## config.mk

```make
export PLATFORM = sky130hd
export DESIGN_NAME = sleep_seq_ctrl
export DESIGN_NICKNAME = d
export VERILOG_FILES = /design/src/rtl/sleep_seq_pkg.sv /design/src/rtl/sleep_seq_sync.sv /design/src/rtl/sleep_seq_fsm.sv /design/src/rtl/sleep_seq_guard.sv /design/src/rtl/sleep_seq_ctrl.sv
export SDC_FILE = /design/constraint.sdc
export NUM_CORES = 1
export LEC_CHECK = 0
export CAP_MARGIN = 20
export CORE_AREA = 10 10 47 49
export CTS_CLUSTER_SIZE = 10
export DETAILED_ROUTE_END_ITERATION = 10
export DIE_AREA = 0 0 57 59
export GPL_ROUTABILITY_DRIVEN = 0
export GPL_TIMING_DRIVEN = 0
export PLACE_DENSITY = 0.63
export SLEW_MARGIN = 15
export SYNTH_ARGS = -nofsm -noshare
export SYNTH_HDL_FRONTEND = slang
export SYNTH_SLANG_ARGS = --single-unit
```

## constraint.sdc

```tcl
create_clock -name clk -period 1.2 [get_ports clk]
set_input_delay 0.3 -clock clk [delete_from_list [all_inputs] [get_ports clk]]
set_output_delay 0.3 -clock clk [all_outputs]
set_load 0.05 [all_outputs]
```

## src/rtl/sleep_seq_pkg.sv

```systemverilog
package sleep_seq_pkg;

   typedef enum logic [1:0] {
      ST_AWAKE   = 2'd0,
      ST_ENTER   = 2'd1,
      ST_ASLEEP  = 2'd2,
      ST_RECOVER = 2'd3
   } slp_state_e;

   function automatic int unsigned cnt_width(input int unsigned n);
      return (n <= 2) ? 1 : $clog2(n);
   endfunction

endpackage

```

## src/rtl/sleep_seq_sync.sv

```systemverilog
module sleep_seq_sync #(
   parameter int unsigned STAGES = 2
) (
   input  logic clk,
   input  logic rst_n,
   input  logic d_async,
   output logic q_sync
);

   if (STAGES < 2) begin : g_bad_stages
      $error("sleep_seq_sync: STAGES must be at least 2");
   end

   logic [STAGES-1:0] chain_q;

   always_ff @(posedge clk or negedge rst_n) begin
      if (!rst_n) chain_q <= '0;
      else        chain_q <= {chain_q[STAGES-2:0], d_async};
   end

   assign q_sync = chain_q[STAGES-1];

endmodule

```

## src/rtl/sleep_seq_fsm.sv

```systemverilog
module sleep_seq_fsm
   import sleep_seq_pkg::*;
#(
   parameter int unsigned ENTRY_CYCLES = 2,
   parameter int unsigned EXIT_CYCLES  = 2
) (
   input  logic       clk,
   input  logic       rst_n,
   input  logic       req_s,
   output slp_state_e state_q,
   output logic       power_down_q
);

   localparam int unsigned MAXC = (ENTRY_CYCLES > EXIT_CYCLES) ? ENTRY_CYCLES : EXIT_CYCLES;
   localparam int unsigned CW   = cnt_width(MAXC);
   localparam logic [CW-1:0] ENT_LD = CW'(ENTRY_CYCLES - 1);
   localparam logic [CW-1:0] EXT_LD = CW'(EXIT_CYCLES - 1);

   if (ENTRY_CYCLES < 1 || EXIT_CYCLES < 1) begin : g_bad_cycles
      $error("sleep_seq_fsm: entry and exit cycle counts must be at least 1");
   end

   slp_state_e    nxt_state;
   logic [CW-1:0] cnt_q, cnt_d;

   always_comb begin
      nxt_state = state_q;
      cnt_d     = cnt_q;
      unique case (state_q)
         ST_AWAKE: begin
            if (req_s) begin
               nxt_state = ST_ENTER;
               cnt_d     = ENT_LD;
            end
         end
         ST_ENTER: begin
            if (cnt_q == '0) nxt_state = ST_ASLEEP;
            else             cnt_d     = cnt_q - 1'b1;
         end
         ST_ASLEEP: begin
            if (!req_s) begin
               nxt_state = ST_RECOVER;
               cnt_d     = EXT_LD;
            end
         end
         ST_RECOVER: begin
            if (cnt_q == '0) nxt_state = ST_AWAKE;
            else             cnt_d     = cnt_q - 1'b1;
         end
         default: nxt_state = ST_AWAKE;
      endcase
   end

   always_ff @(posedge clk or negedge rst_n) begin
      if (!rst_n) begin
         state_q      <= ST_AWAKE;
         cnt_q        <= '0;
         power_down_q <= 1'b0;
      end else begin
         state_q      <= nxt_state;
         cnt_q        <= cnt_d;
         power_down_q <= (nxt_state == ST_ENTER) || (nxt_state == ST_ASLEEP);
      end
   end

endmodule

```

## src/rtl/sleep_seq_guard.sv

```systemverilog
module sleep_seq_guard
   import sleep_seq_pkg::*;
#(
   parameter int unsigned NUM_CE = 3
) (
   input  logic              clk,
   input  logic              rst_n,
   input  slp_state_e        state_q,
   input  logic              req_s,
   input  logic [NUM_CE-1:0] ce_in,
   input  logic              stb_p_in,
   input  logic              stb_c_in,
   output logic [NUM_CE-1:0] ce_out,
   output logic              stb_p_out,
   output logic              stb_c_out,
   output logic              open_o,
   output logic              err_q
);

   if (NUM_CE < 1) begin : g_bad_ce
      $error("sleep_seq_guard: NUM_CE must be at least 1");
   end

   logic open_w;
   logic any_ce;
   logic closed_hit;
   logic sel_hit;

   assign open_w = (state_q == ST_AWAKE);
   assign any_ce = |ce_in;

   for (genvar i = 0; i < NUM_CE; i++) begin : g_ce
      assign ce_out[i] = ce_in[i] & open_w;
   end

   assign stb_p_out  = stb_p_in & open_w;
   assign stb_c_out  = stb_c_in & open_w;
   assign open_o     = open_w;

   assign closed_hit = !open_w && (any_ce || stb_p_in || stb_c_in);
   assign sel_hit    = open_w && req_s && any_ce;

   always_ff @(posedge clk or negedge rst_n) begin
      if (!rst_n) err_q <= 1'b0;
      else        err_q <= closed_hit || sel_hit;
   end

endmodule

```

## src/rtl/sleep_seq_ctrl.sv

```systemverilog
module sleep_seq_ctrl
   import sleep_seq_pkg::*;
#(
   parameter int unsigned SYNC_STAGES  = 2,
   parameter int unsigned ENTRY_CYCLES = 2,
   parameter int unsigned EXIT_CYCLES  = 2,
   parameter int unsigned NUM_CE       = 3
) (
   input  logic              clk,
   input  logic              rst_n,
   input  logic              sleep_req,
   input  logic [NUM_CE-1:0] chip_en,
   input  logic              stb_proc,
   input  logic              stb_ctrl,
   output logic [NUM_CE-1:0] chip_en_o,
   output logic              stb_proc_o,
   output logic              stb_ctrl_o,
   output logic              power_down,
   output logic              access_open,
   output logic              proto_err,
   output logic [1:0]        state_o
);

   logic       req_sync;
   slp_state_e state_q;

   sleep_seq_sync #(.STAGES(SYNC_STAGES)) u_sync (
      .clk     (clk),
      .rst_n   (rst_n),
      .d_async (sleep_req),
      .q_sync  (req_sync)
   );

   sleep_seq_fsm #(
      .ENTRY_CYCLES (ENTRY_CYCLES),
      .EXIT_CYCLES  (EXIT_CYCLES)
   ) u_fsm (
      .clk          (clk),
      .rst_n        (rst_n),
      .req_s        (req_sync),
      .state_q      (state_q),
      .power_down_q (power_down)
   );

   sleep_seq_guard #(.NUM_CE(NUM_CE)) u_guard (
      .clk       (clk),
      .rst_n     (rst_n),
      .state_q   (state_q),
      .req_s     (req_sync),
      .ce_in     (chip_en),
      .stb_p_in  (stb_proc),
      .stb_c_in  (stb_ctrl),
      .ce_out    (chip_en_o),
      .stb_p_out (stb_proc_o),
      .stb_c_out (stb_ctrl_o),
      .open_o    (access_open),
      .err_q     (proto_err)
   );

   assign state_o = state_q;

endmodule

```

==> results of run 1 <==
-- layout make-up --
| cell class | count | share of cell area |
|---|---|---|
| Clock buffer | 4 | 0.04677 |
| Inverter | 1 | 0.006682 |
| Multi-Input combinational cell | 15 | 0.2227 |
| Sequential cell | 7 | 0.3163 |
| Tap cell | 16 | 0.03563 |
| Timing Repair Buffer | 21 | 0.3719 |
-- report_power, final --
group          switching (W)  total, W  internal, W
Clock              0.0000842  0.000211     0.000127
Sequential         0.0000616  0.000390     0.000328
Combinational       0.000702   0.00118     0.000483
Total               0.000847   0.00179     0.000938
-- placed cells by master (no fill, tap or decap) --
cell                              n
sky130_fd_sc_hd__buf_2            3
sky130_fd_sc_hd__xor2_1           1
sky130_fd_sc_hd__dfrtp_2          2
sky130_fd_sc_hd__clkbuf_1         1
sky130_fd_sc_hd__o21a_1           1
sky130_fd_sc_hd__nor3_1           1
sky130_fd_sc_hd__a22oi_1          1
sky130_fd_sc_hd__inv_1            1
sky130_fd_sc_hd__buf_8            5
sky130_fd_sc_hd__dfrtp_1          5
sky130_fd_sc_hd__clkdlybuf4s50_1  7
sky130_fd_sc_hd__clkbuf_4         3
sky130_fd_sc_hd__o22ai_1          1
sky130_fd_sc_hd__xnor2_1          1
sky130_fd_sc_hd__nand2b_1         1
sky130_fd_sc_hd__buf_6            1
sky130_fd_sc_hd__mux2i_1          1
sky130_fd_sc_hd__o21ba_2          1
sky130_fd_sc_hd__and2_4           5
sky130_fd_sc_hd__nor2_4           1
sky130_fd_sc_hd__buf_4            5
-- timing repair --
action                     CTS  global route
resized for setup           66             3
setup endpoints to repair   10             8
buffers inserted             3             1
pin swaps                    4             2
cloned                       0             0
-- registers in the layout, summed over array words and instances, names as in the netlist --
register and count:
u_sync.chain_q 2, u_fsm.power_down_q 1, u_guard.err_q 1, u_fsm.cnt_q 1, u_fsm.state_q 2
-- cells by family after synthesis --
| family | count (synthesis) | share of synthesized area |
|---|---|---|
| buf+inv | 1 | 0.01292 |
| compound gates | 4 | 0.1078 |
| xor+xnor | 2 | 0.06036 |
| mux | 1 | 0.03448 |
| simple gates | 8 | 0.1810 |
| flops | 7 | 0.6035 |
-- cells in the mapped netlist --
library cell / n / area, um2
sky130_fd_sc_hd__dfrtp_1: 7 / 175.2
sky130_fd_sc_hd__and2_2: 5 / 37.54
sky130_fd_sc_hd__a22oi_1: 1 / 7.510
sky130_fd_sc_hd__inv_1: 1 / 3.750
sky130_fd_sc_hd__mux2i_1: 1 / 10.01
sky130_fd_sc_hd__nand2b_1: 1 / 6.260
sky130_fd_sc_hd__nor2_1: 1 / 3.750
sky130_fd_sc_hd__nor3_1: 1 / 5.000
sky130_fd_sc_hd__o21a_1: 1 / 7.510
sky130_fd_sc_hd__o21ba_2: 1 / 10.01
sky130_fd_sc_hd__o22ai_1: 1 / 6.260
sky130_fd_sc_hd__xnor2_1: 1 / 8.760
sky130_fd_sc_hd__xor2_1: 1 / 8.760
-- stage by stage --
step	setup WS (ns)	hold slack [ns]
after global placement	-0.8240	0.3341
after detailed placement	-0.8284	0.3405
after CTS	-0.3048	0.3068
after global routing	-0.3436	0.3187
final	-0.2708	0.3023
after floorplan	-0.3394	0.004409
-- final timing paths --
path	slack, ns	endpoint	cells past startpoint
hold reg to reg	0.35	u_sync.chain_q[1]	0
setup reg to reg	0.13	u_fsm.cnt_q	3
max in group asynchronous	0.65	u_fsm.state_q[1]	1
setup / recovery	-0.27	chip_en_o[2]	3
min in group clk	0.35	u_sync.chain_q[1]	0
hold / removal	0.30	u_fsm.cnt_q	1
-- worst max-delay path, cell delays in order (launching register included) --
cell                      delay [ns]
sky130_fd_sc_hd__dfrtp_2        0.42
sky130_fd_sc_hd__nor2_4         0.19
sky130_fd_sc_hd__and2_4         0.18
sky130_fd_sc_hd__buf_8          0.14
-- metal layers --
layer / GRT usage / vias up
met1: 0.05961 / 113
met2: 0.06667 / 18
li1: - / 128
met4: 0.04027 / 0
met5: 0 / -
met3: 0.04077 / 0
==> results list, run 1 <==
- Remaining antenna violation count: 0
- Inst Count DP: 56
* # clock sinks: 7
* Die Area: roughly 3400 um2
* Power density over the cells: ~3200 nW/um2
- Launching element type of the critical path: register
- The multi-input combinational cells in the finished layout cover a total of 125.1 um2.
* Global-route total usage across every layer: 0.05362
- The worst setup path is captured at an output pin.
* Final core occ: 0.4009
* Achievable Freq: between 0.6 and 0.7 GHz
* Worst-path maximum fanout: 7
- The via count of the first global-routing pass was between 200 and 300.
- Number of non-filler instances in the completed layout: between 60 and 70
* Remaining Overflow, GRT: 0
* Hold Path Class: input pin to asynchronous set/reset pin
* Number of max-slew violations in the final report: 0
- The number of different library cells used by synthesis comes to 13.
- Pre-Repair DR Iteration Count: 4
* Crit path arrival time: roughly 1.2 ns
* Antenna violations before repair: 0
- From synthesis to final layout, the design area changed by 93.53%.
- Hold buffer count at cts: 0
* Met1 layer wirelength in the final routing: approximately 400 um
* Routed wirelength normalized by instance count: ~13 um
- Slew @ Worst Pin: around 0.30 ns
- The synthesized design contains 7 register bits.
* Count of final setup violators: 7
* Mean cell area of the mapped netlist: around 13 um2
- Minimum period implied by the final worst setup slack: between 1 and 1.5 ns
- Fill cells in the final layout number around 130.
* Clock tree root buffer cell: sky130_fd_sc_hd__clkbuf_4
- The initialized floorplan defines 14 standard-cell rows.
- Area inside the core boundary: between 1000 and 1500 um2
- Failing checks: setup timing
- Post-Synthesis Cells: 23
- Synthesized net count: 31
* Clock tree from TritonCTS: done
- Final clock skew: between 0.0003 and 0.0004 ns
- Clock Pin Slew Worst Setup and Hold Paths: about 0.050 ns
- Met2 routed wirelength: approximately 300 um
* CTS HTree Levels: 1
- Once routing completed, OpenROAD measured the worst setup slack at -0.2708 ns.
- After layout, the design draws a total of about 0.0018 W.
- During I/O placement, the number of pins put on the boundary was 18.
* Slew headroom: 0.8024
- The Yosys step of the flow raised 0 warnings.
* Starting density of the core: 0.2071
- After the last flow step, the layout net total stands at 57.
* Die Ht: between 50 and 60 um
* Max-cap check violation count: 0
* Fraction of the yosys area taken by sequential cells: 0.6034
- DRC violations left: 0
- Wire segments on met3 add up to 125 um in the final route.
- Worst setup path startpoint: u_fsm.state_q[0]
* Vias per cell: 4.047
- The first global-routing pass estimated roughly 1400 um of wire.
- Across the VDD grid, the largest voltage drop is between 1.5 and 2 mV.
- Final hold violation count: 0
* Reg area: between 150 and 200 um2
* Required @ worst endpoint: approximately 0.9 ns
- The cell area that synthesis handed to floorplanning was approximately 290 um2.
- During placement, the flow inserted port buffers numbering 17.
- DP Area: roughly 500 um2
- Total leakage power: ~0.25 nW
* Post-route clock period utilization: 1.226
* Run status: complete, but fails checks
* Largest net degree at the start of global routing: 8
- Clock latency at the later pin of the worst-skew pair: roughly 0.25 ns
- Clock buffers created by TritonCTS: 3
* Antenna fix cells: 0
* Highest layer used for signal routing: met3
- Unrepaired setup endpoints after global routing: yes
- The finished cells cover 561.8 um2.
* Layout cell share with drive strength beyond 1: 0.5417
- Accumulated negative setup slack: -1.652 ns
- Buffer levels on the longest clock path: 2
- The setup path with the least slack is of type register to output pin.
- Measured along the x axis, the die boundary spans approximately 57 um.
- For this block, the initial DRC count from the detailed router was 1.
- The detailed router placed about 260 vias in this run.
- Wires add up to roughly 830 um.
* Reg-to-Reg Start: u_fsm.state_q[1]
No activity file was read; power rests on OpenSTA's default activity.
==> inputs of run 2 (changes only) <==
- PLACE_DENSITY: 0.63 -> not set
- PLACE_DENSITY_LB_ADDON: not set -> 0.05
==> results list, run 2 (synthesized netlist as in run 1, its figures left out) <==
- Last element of the critical path: state_o[0] (was chip_en_o[2])
* Slew @ Worst Pin: 0.3207 ns (was 0.2954 ns)
- The core region area is 1401 um2 (unchanged).
* Final hold violation count: 0 (unchanged)
* Top Registers: u_fsm.state_q (2), u_sync.chain_q (2) (unchanged)
- The CTS sink count was 7 (unchanged).
- Cell depth of the worst setup path: 4 (was 3)
- Max VDD drop: 1.313 mV (was 1.652 mV)
* Floorplan die width: 57 um (unchanged)
* Vias per cell: 4.132 (was 4.047)
- The detailed-route DRC error count is 0 (unchanged).
- Hold Path Class: input pin to asynchronous set/reset pin (unchanged)
- The height of the chip was 59 um (unchanged).
- Port Buffer Count: 17 (unchanged)
- Place WS: -0.8329 ns (was -0.8284 ns)
* Global-route wire length before repair: 1531 um (was 1386 um)
- Boundary pin count: 18 (unchanged)
- The first-pass iteration count of the detailed router is 1 (was 4).
- Worst setup path startpoint: u_fsm.state_q[0] (unchanged)
* Max-cap check violation count: 0 (unchanged)
- The number of antenna violations at the first check in global routing was 0 (unchanged).
* List of cells traversed by the critical path: buf_4, buf_6, buf_6, buf_8 (was nor2_4, and2_4, buf_8)
- Kind of capture point of the worst setup path: output pin (unchanged)
- Summed over all nets, the half-perimeter wirelength after detailed placement is approximately 690 um.
- Crit-path slowest cell: sky130_fd_sc_hd__dfrtp_2 (unchanged)
* Routed wirelength normalized by instance count: 13.71 um (was 12.92 um)
* Final clock skew: 0.003030 ns (was 0.0003923 ns)
* R2R setup slack: -0.09 ns (was 0.13 ns)
- The number of buffer and inverter instances along the worst setup path came to 4 (was 1).
- The clock latency on the worst-skew pair came to 0.25 ns (about the same).
- The largest net degree at the start of global routing is 8 (unchanged).
* Vias: 281 (was 259)
* Buffer levels on the longest clock path: 2 (unchanged)
- The starting density of the core came to 0.2071 (unchanged).
- The highest attainable clock frequency was 0.6852 GHz (was 0.6799 GHz).
* Minimum period implied by the final worst setup slack: 1.459 ns (was 1.471 ns)
- DR iter-0 viols: 0 (was 1)
- Clock tree from TritonCTS: done (unchanged)
- The post-route total power came to 0.002014 W (was 0.001785 W).
- The total number of placement rows came to 14 (unchanged).
* Die Area: 3363 um2 (unchanged)
- The total power per unit cell area was 3225 nW/um2 (was 3178 nW/um2).
- The family of cells with the greatest summed delay on the critical path was buffers and inverters (was flip-flops).
- The static power due to leakage is 0.2845 nW (was 0.2527 nW).
- Slew headroom: 0.7855 (was 0.8024)
- The worst stage delay on the critical path came to 0.42 ns (about the same).
- The count of final max-slew check failures came to 0 (unchanged).
* End of the worst register-to-register path: u_guard.err_q (was u_fsm.cnt_q)
- Clock tree root buffer cell: sky130_fd_sc_hd__clkbuf_4 (unchanged)
- The total number of H-tree levels is 1 (unchanged).
* Failing checks: setup timing (unchanged)
- DP Area: 496.7 um2 (unchanged)
- Count of cells along the worst register-to-register path: 6 (was 3)
- The share of post-route cells with drive strength above 1 came to 0.5962 (was 0.5417).
- Reg-to-Reg Start: u_fsm.state_q[0] (was u_fsm.state_q[1])
- The synthesis-to-finish area growth came to 115.1% (was 93.53%).
- The startpoint class of the critical path is a register (unchanged).
- Remaining antenna violation count: 0 (unchanged)
* Antenna fix cells: 0 (unchanged)
- The post-layout net count came to 61 (was 57).
- The via count of the first global-routing pass is 313 (was 288).
* Crit path kind: register to output pin (unchanged)
* Post-route clock period utilization: 1.216 (was 1.226)
- Commonest cells after routing, fill and taps aside: sky130_fd_sc_hd__clkdlybuf4s50_1, sky130_fd_sc_hd__buf_8, sky130_fd_sc_hd__buf_4 (was sky130_fd_sc_hd__clkdlybuf4s50_1, sky130_fd_sc_hd__and2_4, sky130_fd_sc_hd__buf_8, sky130_fd_sc_hd__buf_4, sky130_fd_sc_hd__dfrtp_1).
- The arrival time reported for the critical path endpoint came to 1.16 ns (was 1.17 ns).
- Unrepaired setup endpoints after global routing: yes (unchanged).
- Counting stages on the worst path, the most repeated cell is sky130_fd_sc_hd__buf_6.
- Worst-case setup margin in the final layout: -0.2594 ns (was -0.2708 ns)
- Remaining Overflow, GRT: 0 (unchanged)
- Run status: complete, but fails checks (unchanged).
- The largest fanout on the critical path came to 2 (was 7).
- Clock buffers created by TritonCTS: 3 (unchanged)
- The total wire length is 932 um (was 827 um).
- The clock edge transition at the registers on the reported setup and hold paths came to 0.05 ns (about the same).
- Count of final setup violators: 8 (was 7)
- Required @ worst endpoint: 0.90 ns (about the same)
* Final design instance area without fill: 624.3 um2 (was 561.8 um2)
- Global-route total usage across every layer: 0.06108 (was 0.05362)
==> run 2: cell types whose count changed in the layout (fill, tap and decap cells not counted) <==
| cell | change |
|---|---|
| sky130_fd_sc_hd__buf_2 | -1 |
| sky130_fd_sc_hd__buf_4 | +1 |
| sky130_fd_sc_hd__buf_6 | +2 |
| sky130_fd_sc_hd__buf_8 | +2 |
| sky130_fd_sc_hd__nand2b_1 | -1 |
| sky130_fd_sc_hd__nand2b_4 | +1 |
==> run 2: through the flow <==
stage	util	hold slack, ns	setup TNS [ns]	cells
floorplan	-	0.004409	-1.745	23
global placement	0.3545	0.3408	-5.771	56
detailed placement	0.3545	0.3428	-5.833	56
CTS	0.4098	0.3120	-1.786	65
global route	0.4455	0.3193	-2.409	68
finish	0.4455	0.3125	-1.801	68
==> run 2: what timing repair did <==
action                                  CTS  global route
hold buffers                              0             0
buffers inserted                          6             4
resized for setup                        69            10
pin swaps                                 5             3
hold endpoints to repair                  0             0
endpoints found under the setup margin   10             8
==> run 2: area by class of cell <==
class,count,area (um2)
clock buffers,4,26.28
fillers,142,777.0
inverters,1,3.754
multi-input cells,15,132.6
flip-flops and latches,7,177.7
well taps,16,20.02
repair buffers,25,264.0
==> run 2: where the power goes <==
group          internal [W]  switching [W]
combinational      0.000666       0.000750
sequential         0.000328      0.0000605
clock              0.000127      0.0000819
==> run 2: worst min path at each step <==
| stage | end | slack [ns] | cells after the start |
|---|---|---|---|
| 2_1_floorplan | u_fsm.cnt_q | 0.004 | 0 |
| 3_3_place_gp | u_sync.chain_q[1] | 0.34 | 0 |
| 3_5_place_dp | u_sync.chain_q[1] | 0.34 | 0 |
| 4_1_cts | u_fsm.cnt_q | 0.31 | 1 |
| 5_1_grt | u_fsm.cnt_q | 0.32 | 1 |
| 6_report | u_fsm.cnt_q | 0.31 | 1 |
==> run 2: metal layers <==
metal  global-route usage  wire (um)  up-vias
li1                     -          -      134
met1              0.06829        431      130
met2              0.08527        404       17
met3              0.03648         96        0
met4              0.04027          0        0
met5                    0          0        -
==> inputs of run 3 (changes only) <==
- SLEW_MARGIN: 15 -> 20
==> results of run 3 <==
Final layout, timing and power as in run 2 (identical DEF).
